File: src/rtl/zcg_pkg.sv
package zcg_pkg;
    localparam int GCODE_W = 8;
    localparam int HD_W    = GCODE_W + 1;
    // Twice the top gain in dB (+31.5 dB at full-scale code)
    localparam int TOP_HD  = 63;

    typedef logic [GCODE_W-1:0] gcode_t;

    typedef struct packed {
        gcode_t act;
        gcode_t pcode;
        logic   pend;
    } upd_state_t;
endpackage

File: src/rtl/zcg_pol_sync.sv
module zcg_pol_sync #(
    parameter int STAGES = 2
) (
    input  logic clk,
    input  logic rst_n,
    input  logic async_in,
    output logic rise
);
    // chain_q[STAGES-1] is the synchronized level, chain_q[STAGES] its previous value
    logic [STAGES:0] chain_d, chain_q;

    always_comb begin
        chain_d = {chain_q[STAGES-1:0], async_in};
    end

    always_ff @(posedge clk or negedge rst_n) begin
        if (!rst_n) chain_q <= '0;
        else        chain_q <= chain_d;
    end

    assign rise = chain_q[STAGES-1] & ~chain_q[STAGES];
endmodule

File: src/rtl/zcg_tick_timer.sv
module zcg_tick_timer #(
    parameter int LIMIT = 16
) (
    input  logic clk,
    input  logic rst_n,
    input  logic clr,
    input  logic run,
    input  logic tick,
    output logic expired
);
    localparam int CW = $clog2(LIMIT + 1);

    logic [CW-1:0] cnt_d, cnt_q;
    logic          last_tick;

    assign last_tick = (cnt_q == CW'(LIMIT - 1));

    always_comb begin
        cnt_d = cnt_q;
        if (clr)
            cnt_d = '0;
        else if (run && tick && !last_tick)
            cnt_d = cnt_q + 1'b1;
    end

    always_ff @(posedge clk or negedge rst_n) begin
        if (!rst_n) cnt_q <= '0;
        else        cnt_q <= cnt_d;
    end

    assign expired = run & tick & last_tick;


    cnt_bound_chk: assert property (@(posedge clk) disable iff (!rst_n)
        cnt_q < CW'(LIMIT));
endmodule

File: src/rtl/zcg_gain_map.sv
module zcg_gain_map
    import zcg_pkg::*;
(
    input  gcode_t                  code,
    output logic                    mute,
    output logic signed [HD_W-1:0]  hd
);
    localparam int OFFSET = (2 ** GCODE_W - 1) - TOP_HD;

    int raw;

    always_comb begin
        raw  = int'(code) - OFFSET;
        mute = (code == '0);
        hd   = mute ? '0 : raw[HD_W-1:0];
    end
endmodule

File: src/rtl/zc_gain_updater.sv
module zc_gain_updater
    import zcg_pkg::*;
#(
    parameter int TIMEOUT_TICKS = 16,
    parameter int SYNC_STAGES   = 2
) (
    input  logic                    clk,
    input  logic                    rst_n,
    input  logic                    tick,
    input  logic                    zc_en,
    input  logic                    wr_stb,
    input  logic [GCODE_W-1:0]      wr_code,
    input  logic                    pol_in,
    output logic [GCODE_W-1:0]      act_code,
    output logic                    mute,
    output logic signed [HD_W-1:0]  gain_hd
);
    upd_state_t st_d, st_q;
    logic       rise;
    logic       expired;
    logic       release_now;

    zcg_pol_sync #(.STAGES(SYNC_STAGES)) u_sync (
        .clk      (clk),
        .rst_n    (rst_n),
        .async_in (pol_in),
        .rise     (rise)
    );

    zcg_tick_timer #(.LIMIT(TIMEOUT_TICKS)) u_timer (
        .clk     (clk),
        .rst_n   (rst_n),
        .clr     (wr_stb | ~st_q.pend),
        .run     (st_q.pend),
        .tick    (tick),
        .expired (expired)
    );

    assign release_now = !zc_en || rise || expired;

    always_comb begin
        st_d = st_q;
        if (wr_stb) begin
            if (!zc_en) begin
                st_d.act  = wr_code;
                st_d.pend = 1'b0;
            end else if (wr_code == st_q.act) begin
                st_d.pend = 1'b0;
            end else begin
                st_d.pend  = 1'b1;
                st_d.pcode = wr_code;
            end
        end else if (st_q.pend && release_now) begin
            st_d.act  = st_q.pcode;
            st_d.pend = 1'b0;
        end
    end

    always_ff @(posedge clk or negedge rst_n) begin
        if (!rst_n) st_q <= '0;
        else        st_q <= st_d;
    end

    assign act_code = st_q.act;

    zcg_gain_map u_map (
        .code (st_q.act),
        .mute (mute),
        .hd   (gain_hd)
    );


    direct_write_chk: assert property (@(posedge clk) disable iff (!rst_n)
        (wr_stb && !zc_en) |=> (act_code == $past(wr_code)));


    change_cause_chk: assert property (@(posedge clk) disable iff (!rst_n)
        (act_code != $past(act_code)) |-> $past(wr_stb || st_q.pend));


    hold_pending_chk: assert property (@(posedge clk) disable iff (!rst_n)
        (st_q.pend && zc_en && !wr_stb && !rise && !expired) |=> $stable(act_code));


    same_code_cancel_chk: assert property (@(posedge clk) disable iff (!rst_n)
        (wr_stb && zc_en && wr_code == act_code) |=> (!st_q.pend && $stable(act_code)));
endmodule

File: config.mk
export PLATFORM = sky130hd
export DESIGN_NAME = zc_gain_updater
export DESIGN_NICKNAME = d
export VERILOG_FILES = /design/src/rtl/zcg_pkg.sv /design/src/rtl/zcg_pol_sync.sv /design/src/rtl/zcg_tick_timer.sv /design/src/rtl/zcg_gain_map.sv /design/src/rtl/zc_gain_updater.sv
export SDC_FILE = /design/constraint.sdc
export NUM_CORES = 1
export LEC_CHECK = 0
export BUFFER_PORTS_ARGS = -buffer_cell sky130_fd_sc_hd__buf_2
export CAP_MARGIN = 40
export CORE_ASPECT_RATIO = 1.4
export CORE_MARGIN = 2
export CORE_UTILIZATION = 47
export CTS_CLUSTER_DIAMETER = 150
export DETAILED_ROUTE_END_ITERATION = 7
export PLACE_DENSITY_LB_ADDON = 0.1
export SYNTH_ARGS = -nofsm -noshare
export SYNTH_HDL_FRONTEND = slang
export SYNTH_SLANG_ARGS = --single-unit
File: constraint.sdc
create_clock -name clk -period 1.9 [get_ports clk]
set_clock_uncertainty 0.1 [all_clocks]
set_input_delay 0.19 -clock clk [delete_from_list [all_inputs] [get_ports clk]]
set_output_delay 0.19 -clock clk [all_outputs]
set_load 0.01 [all_outputs]
==> impl_metrics.env, run 1 <==
export IMPL_critical_path_top_delay_family="compound AO/OA/AOI/OAI gates"
export IMPL_number_of_ports_placed_on_the_die_boundary=32
export IMPL_die_height_um=66.5
export IMPL_synth_top_cells_by_area="dfrtp_1 (48%), mux2_2 (17%), xor2_1 (6.7%), buf_4 (4.6%), ha_1 (3.8%)"
export IMPL_drt_total_wl_um=2460
export IMPL_seq_area_sq_um=626
export IMPL_rr_endpoint="act_code[4]"
export IMPL_mappedNetlistArea_sq_um=1310
export IMPL_regToRegStartpoint="u_timer.cnt_q[1]"
export IMPL_worst_path_stages=6
export IMPL_worst_ir_drop_vdd_mv=0.431
export IMPL_cts_htree_levels=1
export IMPL_antenna_cells_inserted=0
export IMPL_place_port_buffers=31
export IMPL_worst_ep_arrival_time_ps=2040
export IMPL_die_w_um=48.7
export IMPL_fp_coreArea_sq_um=2640
export IMPL_antenna_violating_nets_post_route=0
export IMPL_post_drt_wl_per_cell_um=13.3
export IMPL_power_leakage_nw=0.810
export IMPL_worstHoldEndpoint="st_q[3]"
export IMPL_critical_path_max_fanout=8
export IMPL_min_from="wr_code[2]"
export IMPL_endpoint_class_of_the_critical_path="flip-flop"
export IMPL_antenna_found_initial=0
export IMPL_critPathBufInv=0
export IMPL_cts_made_buffers=3
export IMPL_cts_path_max_buffers=2
export IMPL_synth_area_per_cell_sq_um=12.0
export IMPL_syn_instance_count=109
export IMPL_setup_viol=6
export IMPL_status="complete, but fails checks"
export IMPL_synth_async_sr_flop_share_pct=100
export IMPL_timing_final_max_slew_violations=0
export IMPL_start_kind="flip-flop"
export IMPL_floorplan_rows=22
export IMPL_post_dp_hpwl_um=1850
export IMPL_yosys_warning_count=0
export IMPL_initial_utilization_pct=49.7
export IMPL_timing_worst_slew_pin_value_ps=553
export IMPL_reg2reg_setup_slack_ps=-40
export IMPL_clkTransAtPathRegs_ps=130
export IMPL_final_worst_slack_ps=-39.7
export IMPL_largest_net_degree_at_the_start_of_global_routing=26
export IMPL_cts_tree="built"
export IMPL_final_setup_tns_ps=-130
export IMPL_grt_pass1_vias=900
export IMPL_crit_path_top_delay_cell="dfrtp_1"
export IMPL_worst_max_slew_margin_expressed_relative_to_the_limit_pct=63.2
export IMPL_routabilityCongestion=0.730
export IMPL_syn2layout_area_growth_pct=28.4
export IMPL_synth_enable_flop_cells=0
export IMPL_fraction_of_the_yosys_area_taken_by_sequential_cells_pct=47.7
export IMPL_finalCriticalPeriod_ps=1940
export IMPL_post_route_period_util_pct=102
export IMPL_cts_root_buf="clkbuf_4"
export IMPL_gr_total_overflow=0
export IMPL_timing_setup_critical_path_class="flip-flop to flip-flop"
export IMPL_drt_iter0_markers=11
export IMPL_hold_slack_ps=45.0
export IMPL_synth_common_cells="dfrtp_1 (25), mux2_2 (20), xor2_1 (10)"
export IMPL_design_die_area_sq_um=3240
export IMPL_cap_violations=0
export IMPL_post_synthesis_net_count=127
export IMPL_drt_pre_antenna_iters=2
export IMPL_yosysMostFrequentCell="dfrtp_1"
export IMPL_crit_path_cell_trace="ha_2 > and3_4 > ha_4 > a221oi_4 > o22ai_4 > mux2_4"
export IMPL_global_route_usage_total_pct=16.6
export IMPL_required_time_at_the_endpoint_of_the_critical_path_ps=2000
export IMPL_drive_above_1_share_pct=56.4
export IMPL_synthDistinctLibCells=22
export IMPL_power_per_cell_area_nw_per_um2=815
export IMPL_fin_total_pwr_w=0.00137
export IMPL_remaining_drc_errors=0
export IMPL_routed_via_count=893
export IMPL_clock_insertion_delay_worst_skew_ps=300
export IMPL_multiInputGateArea_sq_um=648
export IMPL_violated_checks="setup timing"
export IMPL_layout_nets=168
export IMPL_tritoncts_num_sinks=25
export IMPL_achievable_frequency_mhz=516
export IMPL_synth_top_area_cell="dfrtp_1"
export IMPL_synth_ff_latch_count=25
export IMPL_whs_path_depth=2
export IMPL_synth_top_area_share_pct=47.7
export IMPL_synthFlopType="dfrtp_1"
export IMPL_global_route_wire_length_before_repair_um=4100
export IMPL_worst_path_largest_cell_delay_ps=410
export IMPL_number_of_cells_on_the_worst_reg_to_reg_path=6
export IMPL_hold_path_class="primary input to flip-flop"
export IMPL_hold_viol_final=0
export IMPL_n_fill_cell=239
export IMPL_rsz0062_at_grt="yes"
export IMPL_detail_route_vias_per_cell=4.83
==> report_power, final <==
part / total, W / internal (W) / switching [W] / leakage, nW
sequential: 0.000662 / 0.000604 / 0.0000581 / 0.305
clock: 0.000228 / 0.0000818 / 0.000146 / 0.0150
combinational: 0.000482 / 0.000253 / 0.000230 / 0.490
==> flip-flops by register name, summed over array words and instances, names as in the netlist <==
register,flops
act_code,8
st_q,9
u_sync.chain_q,3
u_timer.cnt_q,5
==> layout make-up <==
class | instances | share of cell area [%]
inverter | 6 | 1.34
sequential | 25 | 37.1
multi-input combinational | 62 | 38.5
timing repair buffer | 52 | 18.9
tap | 36 | 2.67
clock buffer | 4 | 1.56
==> through the flow <==
stage / instance area, sq um / cells / util (%) / setup slack [ps]
detailed placement: 1530 / 172 / 57.9 / -129
CTS: 1620 / 180 / 61.1 / -26.9
global route: 1690 / 185 / 63.8 / -113
global placement: 1530 / 172 / 57.9 / -84.1
finish: 1690 / 185 / 63.8 / -39.7
floorplan: 1340 / 109 / - / 1.71
==> layout by cell type (no fill, tap or decap), types with 2 or more instances in the layout <==
master | synthesis | routed
inv_1 | 6 | 6
dfrtp_1 | 25 | 25
nor4_2 | 0 | 2
clkbuf_4 | 0 | 3
xor2_1 | 10 | 10
buf_2 | 0 | 31
nand2_1 | 2 | 2
nor2_1 | 8 | 8
dlygate4sd3_1 | 1 | 2
buf_4 | 8 | 19
mux2_2 | 20 | 18
mux2_4 | 0 | 2
ha_1 | 4 | 2
mux2i_1 | 5 | 5
==> cells by family after synthesis <==
group	synth area share (%)
mux	21.0
flops	47.7
buf+inv	9.63
simple gates	6.20
xor+xnor	7.34
compound gates	4.39
fa+ha+maj	3.81
==> per-layer routing <==
| metal | vias up | wire length (um) | track usage [%] |
|---|---|---|---|
| li1 | 437 | - | - |
| met1 | 435 | 1020 | 20.1 |
| met2 | 19 | 1320 | 30.5 |
| met3 | 2 | 95 | 2.02 |
| met4 | 0 | 21 | 5.36 |
| met5 | - | 0 | 0 |
==> how the worst max path moves through the flow <==
stage / to / slack [ps] / from
5_1_grt: act_code[4] / -110 / u_timer.cnt_q[1]
3_5_place_dp: act_code[0] / -130 / u_timer.cnt_q[1]
6_report: act_code[4] / -40 / u_timer.cnt_q[1]
2_1_floorplan: act_code[0] / 2 / u_timer.cnt_q[0]
3_3_place_gp: act_code[0] / -80 / u_timer.cnt_q[1]
4_1_cts: act_code[0] / -30 / u_timer.cnt_q[1]
==> what timing repair did <==
action,4_1_cts,5_1_grt
hold buffers,2,0
resized for setup,3,6
endpoints found under the setup margin,8,21
setup buffers,2,5
pin swaps,2,2
endpoints found under the hold margin,26,0
Note: power is estimated with default switching activity, not from simulation.
==> run 2, diff against run 1 <==
--- a/config.mk
+++ b/config.mk
@@ -15,4 +15,5 @@
 export PLACE_DENSITY_LB_ADDON = 0.1
 export SYNTH_ARGS = -nofsm -noshare
 export SYNTH_HDL_FRONTEND = slang
+export SYNTH_HIERARCHICAL = 1
 export SYNTH_SLANG_ARGS = --single-unit
==> run 2 against run 1 <==
- the flow now finishes without violations
- global-route usage up 0.75 points
- die area increased by 0.71%
- area after synthesis increased by 0.76%
- final cell count is 6.5% higher
- critical path type unchanged
- sequential share of layout area is 0.49 points lower
- highest routed layer unchanged
- critical path depth rose by 1
- combinational power shrank 11%
- cell area up 1.3%
- setup slack gained 84 ps
- maximum frequency is 4.5% higher
- flip-flop and latch count unchanged
==> impl_metrics.env, run 2 <==
export IMPL_post_dp_hpwl_um=1890
export IMPL_synth_top_area_share_pct=47.3
export IMPL_timing_worst_slew_pin_value_ps=565
export IMPL_hold_path_class="primary input to flip-flop"
export IMPL_required_time_at_the_endpoint_of_the_critical_path_ps=2050
export IMPL_hold_viol_final=0
export IMPL_synthFlopType="dfrtp_1"
export IMPL_place_ws_ps=-173
export IMPL_timing_final_max_slew_violations=0
export IMPL_syn2layout_area_growth_pct=29.1
export IMPL_most_common_cell_after_layout_fill_and_taps_aside="buf_2"
export IMPL_final_worst_slack_ps=43.8
export IMPL_drt_pre_antenna_iters=4
export IMPL_fraction_of_the_yosys_area_taken_by_sequential_cells_pct=47.3
export IMPL_finalCriticalPeriod_ps=1860
export IMPL_routed_via_count=983
export IMPL_start_kind="flip-flop"
export IMPL_place_port_buffers=31
export IMPL_synth_enable_flop_cells=0
export IMPL_remaining_drc_errors=0
export IMPL_placedCellCount=187
export IMPL_cts_path_max_buffers=2
export IMPL_synth_top_area_cell="dfrtp_1"
export IMPL_synth_area_per_cell_sq_um=10.8
export IMPL_endpoint_class_of_the_critical_path="flip-flop"
export IMPL_groute_layer_met1_usage_pct=20.3
export IMPL_clock_insertion_delay_worst_skew_ps=320
export IMPL_cts_made_buffers=3
export IMPL_global_route_wire_length_before_repair_um=4320
export IMPL_synth_async_sr_flop_share_pct=100
export IMPL_cts_tree="built"
export IMPL_post_synthesis_net_count=140
export IMPL_post_route_period_util_pct=97.7
export IMPL_globalRouteMet3Util_pct=1.57
export IMPL_antenna_found_initial=0
export IMPL_achievable_frequency_mhz=539
export IMPL_largest_net_degree_at_the_start_of_global_routing=26
export IMPL_clkTransAtPathRegs_ps=140
export IMPL_number_of_ports_placed_on_the_die_boundary=32
export IMPL_worst_max_slew_margin_expressed_relative_to_the_limit_pct=62.3
export IMPL_hold_slack_ps=34.4
export IMPL_layout_nets=180
export IMPL_worst_ir_drop_vdd_mv=0.521
export IMPL_yosysMostFrequentCell="dfrtp_1"
export IMPL_detail_route_vias_per_cell=4.99
export IMPL_mappedNetlistArea_sq_um=1320
export IMPL_antenna_violating_nets_post_route=0
export IMPL_synth_top_cells_by_area="dfrtp_1 (47%), mux2_2 (6.8%), mux2i_1 (6.1%), xor2_1 (6.0%), buf_4 (5.1%)"
export IMPL_synthDistinctLibCells=31
export IMPL_setup_viol=0
export IMPL_syn_instance_count=122
export IMPL_synth_ff_latch_count=25
export IMPL_max_reg_flops=9
export IMPL_grt_pass1_vias=1005
export IMPL_cap_violations=0
export IMPL_critical_path_max_fanout=3
export IMPL_routabilityCongestion=0.707
export IMPL_global_route_usage_total_pct=17.3
export IMPL_grt_met2_usage_pct=32.2
export IMPL_grt_busiest_layer="met2"
export IMPL_drive_above_1_share_pct=47.8
export IMPL_drt_iter0_markers=17
export IMPL_synth_common_cells="dfrtp_1 (25), a21oi_1 (13), nor2_1 (12)"
export IMPL_power_leakage_nw=0.783
export IMPL_tritoncts_num_sinks=25
export IMPL_die_height_um=66.8
export IMPL_cts_root_buf="clkbuf_4"
export IMPL_registers_top_by_ff_count="st_q"
export IMPL_fp_coreArea_sq_um=2640
export IMPL_initial_utilization_pct=50.0
export IMPL_worst_ep_arrival_time_ps=2010
export IMPL_layout_cells_most_common_list="buf_2 (31), dfrtp_1 (25), buf_4 (16)"
export IMPL_status="finished clean"
export IMPL_floorplan_rows=22
export IMPL_yosys_warning_count=6
export IMPL_gr_total_overflow=0
export IMPL_timing_setup_critical_path_class="flip-flop to flip-flop"
export IMPL_drt_total_wl_um=2730
export IMPL_die_w_um=48.8
export IMPL_antenna_cells_inserted=0
export IMPL_design_die_area_sq_um=3260
export IMPL_post_drt_wl_per_cell_um=13.9
export IMPL_power_per_cell_area_nw_per_um2=767
export IMPL_cts_htree_levels=1
export IMPL_layoutNonFillerInstCount=197
run 2: changes by cell type after synthesis, moves of 2 or more:
| cell | before | now |
|---|---|---|
| a21oi_1 | 0 | 13 |
| inv_1 | 6 | 3 |
| mux2_2 | 20 | 8 |
| mux2i_1 | 5 | 8 |
| nor2_1 | 8 | 12 |
| nor3_1 | 0 | 2 |
run 2: final timing paths:
check	from	end	slack [ps]	depth (start not counted)
worst max-delay path	u_timer/cnt_q[1]	u_timer/cnt_q[3]	40	7
worst min-delay path	wr_code[3]	st_q[4]	30	2
worst max register to register	u_timer/cnt_q[1]	u_timer/cnt_q[3]	40	7
worst min register to register	u_sync/chain_q[0]	u_sync/chain_q[1]	260	0
max in group asynchronous	rst_n	act_code[5]	1040	2
min in group asynchronous	rst_n	u_sync/chain_q[2]	270	2
run 2: layer usage:
metal | routed length (um) | vias up
met4 | 36 | 0
met2 | 1430 | 21
met5 | 0 | -
met3 | 82 | 4
li1 | - | 482
met1 | 1190 | 476
run 2: per-stage QoR:
step / TNS [ps] / area (sq um) / utilization [%] / power (W)
final: 0 / 1710 / 64.6 / 0.00131
after global routing: -30.9 / 1710 / 64.6 / 0.00139
after CTS: 0 / 1670 / 63.4 / 0.00132
after detailed placement: -1300 / 1540 / 58.1 / 0.00104
after global placement: -637 / 1540 / 58.1 / 0.00103
after floorplan: 0 / 1330 / - / 0.000905
run 2: logic make-up (layout without fill, tap and decap cells):
kind of cell / Yosys count / count (layout) / synth area share [%]
xor+xnor: 10 / 10 / 6.62
compound gates: 18 / 18 / 7.76
fa+ha+maj: 4 / 4 / 3.78
mux: 16 / 16 / 12.9
simple gates: 30 / 30 / 13.6
buf+inv: 19 / 58 / 8.04
flops: 25 / 25 / 47.3
run 2: report_power, final:
group / leakage (nW) / switching [W] / total (W) / internal (W)
Sequential: 0.300 / 0.0000448 / 0.000640 / 0.000595
Clock: 0.0150 / 0.000158 / 0.000240 / 0.0000821
Combinational: 0.468 / 0.000217 / 0.000430 / 0.000213
Total: 0.783 / 0.000419 / 0.00131 / 0.000890
run 2: what timing repair did:
item / in CTS / in global routing
gates resized for setup: 10 / 11
hold buffers: 2 / 0
endpoints found under the hold margin: 26 / 0
buffers inserted: 6 / 0
setup endpoints to repair: 13 / 19
pin swaps: 3 / 4
run 2: area by class of cell:
cell class,instances,area (sq um)
well taps,36,45.0
inverters,3,13.8
multi-input cells,78,671
fillers,236,935
flip-flops and latches,25,626
clock buffers,4,26.3
repair buffers,51,327
run 2: worst max-delay path: stages, from the launching register on:
cell and delay (ps):
dfrtp_1 410, ha_2 190, and3_4 150, ha_4 160, buf_6 110, nand3b_1 170
or3_1 350, a21oi_2 140
==> run 3, diff against run 2 <==
--- a/config.mk
+++ b/config.mk
@@ -5,13 +5,13 @@
 export SDC_FILE = /design/constraint.sdc
 export NUM_CORES = 1
 export LEC_CHECK = 0
-export BUFFER_PORTS_ARGS = -buffer_cell sky130_fd_sc_hd__buf_2
 export CAP_MARGIN = 40
 export CORE_ASPECT_RATIO = 1.4
 export CORE_MARGIN = 2
-export CORE_UTILIZATION = 47
+export CORE_UTILIZATION = 50
 export CTS_CLUSTER_DIAMETER = 150
 export DETAILED_ROUTE_END_ITERATION = 7
+export DONT_BUFFER_PORTS = 1
 export PLACE_DENSITY_LB_ADDON = 0.1
 export SYNTH_ARGS = -nofsm -noshare
 export SYNTH_HDL_FRONTEND = slang
==> run 3 against run 2 <==
- die area down 5.6%
- cell area is 5.6% lower
- register-to-register slack gained 50 ps
- clock power is 2% lower
- first-iteration DRC count down 24%
- highest routed layer unchanged
- global-route usage grew 1.4 points
==> impl_metrics.env, run 3 (synthesis gave the netlist of run 2 again) <==
export IMPL_critical_path_top_delay_family="simple AND/OR/NAND/NOR gates"
export IMPL_detail_route_vias_per_cell=5.10
export IMPL_cts_tree="built"
export IMPL_setup_viol=0
export IMPL_antenna_cells_inserted=0
export IMPL_timing_critical_path_mode_cell="and3_4"
export IMPL_power_internal_w=0.000839
export IMPL_timing_worst_slew_pin_value_ps=568
export IMPL_hold_viol_final=0
export IMPL_cap_violations=0
export IMPL_cts_path_max_buffers=2
export IMPL_largest_net_degree_at_the_start_of_global_routing=26
export IMPL_drt_pre_antenna_iters=4
export IMPL_drive_above_1_share_pct=26.8
export IMPL_worst_path_largest_cell_delay_ps=390
export IMPL_cts_root_buf="clkbuf_4"
export IMPL_rsz0062_at_grt="no"
export IMPL_final_worst_slack_ps=89.9
export IMPL_crit_path_top_delay_cell="dfrtp_1"
export IMPL_layout_cells_most_common_list="dfrtp_1 (25), dlygate4sd3_1 (13), buf_4 (13)"
export IMPL_status="finished clean"
export IMPL_placedCellCount=153
export IMPL_power_share_switching_pct=30.7
export IMPL_place_port_buffers=0
export IMPL_detailed_place_area_sq_um=1360
export IMPL_layoutNonFillerInstCount=174
export IMPL_power_leakage_nw=0.700
export IMPL_timing_final_max_slew_violations=0
export IMPL_critical_path_startpoint="u_timer/cnt_q[0]"
export IMPL_timing_setup_critical_path_class="flip-flop to flip-flop"
export IMPL_post_route_period_util_pct=95.3
export IMPL_post_drt_wl_per_cell_um=14.6
export IMPL_finalCriticalPeriod_ps=1810
export IMPL_cts_made_buffers=3
export IMPL_critPathBufInv=1
export IMPL_initial_utilization_pct=51.7
export IMPL_power_per_cell_area_nw_per_um2=751
export IMPL_design_die_area_sq_um=3080
export IMPL_critical_path_max_fanout=16
export IMPL_clock_insertion_delay_worst_skew_ps=310
export IMPL_endpoint_class_of_the_critical_path="flip-flop"
export IMPL_max_reg_flops=9
export IMPL_worst_ep_arrival_time_ps=1950
export IMPL_fin_total_pwr_w=0.00121
export IMPL_worst_max_slew_margin_expressed_relative_to_the_limit_pct=62.1
export IMPL_fp_coreArea_sq_um=2560
export IMPL_post_route_cell_area_sq_um=1610
export IMPL_start_kind="flip-flop"
export IMPL_tritoncts_num_sinks=25
export IMPL_hold_path_class="primary input to flip-flop"
export IMPL_p_seq_share_pct=52.2
export IMPL_cts_htree_levels=1
export IMPL_crit_path_cell_trace="ha_2 > and3_4 > ha_4 > and3_4 > o21bai_4 > a21oi_4 > buf_12 > nor2_1 > a21oi_1"
export IMPL_layout_nets=157
export IMPL_power_switching_w=0.000372
export IMPL_registers_top_by_ff_count="st_q"
export IMPL_min_from="wr_stb"
export IMPL_antenna_found_initial=0
export IMPL_drt_iter0_markers=13
export IMPL_routabilityCongestion=0.710
export IMPL_regToRegStartpoint="u_timer/cnt_q[0]"
export IMPL_remaining_drc_errors=0
export IMPL_most_common_cell_after_layout_fill_and_taps_aside="dfrtp_1"
export IMPL_die_height_um=64.9
export IMPL_syn2layout_area_growth_pct=21.9
export IMPL_global_route_wire_length_before_repair_um=4040
export IMPL_place_ws_ps=-143
export IMPL_global_route_usage_total_pct=18.8
export IMPL_post_dp_hpwl_um=1770
export IMPL_drt_total_wl_um=2540
export IMPL_required_time_at_the_endpoint_of_the_critical_path_ps=2040
export IMPL_achievable_frequency_mhz=552
export IMPL_die_w_um=47.5
export IMPL_clkTransAtPathRegs_ps=140
export IMPL_combinational_power_share_pct=28.4
export IMPL_gr_total_overflow=0
export IMPL_number_of_ports_placed_on_the_die_boundary=32
export IMPL_power_clock_fraction_pct=19.4
export IMPL_hold_slack_ps=10.1
export IMPL_routed_via_count=888
export IMPL_grt_pass1_vias=924
export IMPL_floorplan_rows=22
export IMPL_worst_ir_drop_vdd_mv=0.543
export IMPL_antenna_violating_nets_post_route=0
-- run 3: routing by layer --
layer	GRT usage, %	vias up	wire (um)
met5	0	-	0
met4	7.29	0	23
met3	4.46	2	128
met2	30.2	21	1290
met1	23.3	428	1100
li1	-	437	-
-- run 3: timing repair --
item | in CTS | in global routing
setup buffers | 1 | 3
endpoints found under the setup margin | 9 | 9
endpoints found under the hold margin | 42 | 1
pin swaps | 3 | 5
cloned | 0 | 0
hold buffers | 13 | 1
resized for setup | 2 | 6
-- run 3: power by group through the flow --
stage | Combinational, W | Clock, W | Sequential [W]
2_1_floorplan | 0.000244 | 0 | 0.000661
5_1_grt | 0.000376 | 0.000271 | 0.000641
4_1_cts | 0.000338 | 0.000246 | 0.000632
3_3_place_gp | 0.000290 | 0 | 0.000640
3_5_place_dp | 0.000292 | 0 | 0.000643
6_report | 0.000344 | 0.000235 | 0.000631
-- run 3: final timing paths --
kind                                      to  slack [ps]  cells past startpoint
max in group asynchronous   u_timer/cnt_q[3]        1360                      2
setup reg to reg                 act_code[0]          90                      9
min in group asynchronous  u_sync/chain_q[2]         180                      2
hold reg to reg            u_sync/chain_q[1]         270                      0
setup / recovery                 act_code[0]          90                      9
hold / removal                   act_code[4]          10                      2
-- run 3: stage by stage --
stage | utilization, % | TNS, ps
4_1_cts | 60.3 | -0.746
6_report | 63.0 | 0
3_5_place_dp | 53.1 | -1030
5_1_grt | 63.0 | 0
2_1_floorplan | - | 0
3_3_place_gp | 53.1 | -621
-- run 3: cell type report --
cell class	instances	area, sq um
clock buffers	4	26.3
fillers	208	947
inverters	3	11.3
multi-input cells	78	637
flip-flops and latches	25	626
well taps	36	45.0
repair buffers	28	268
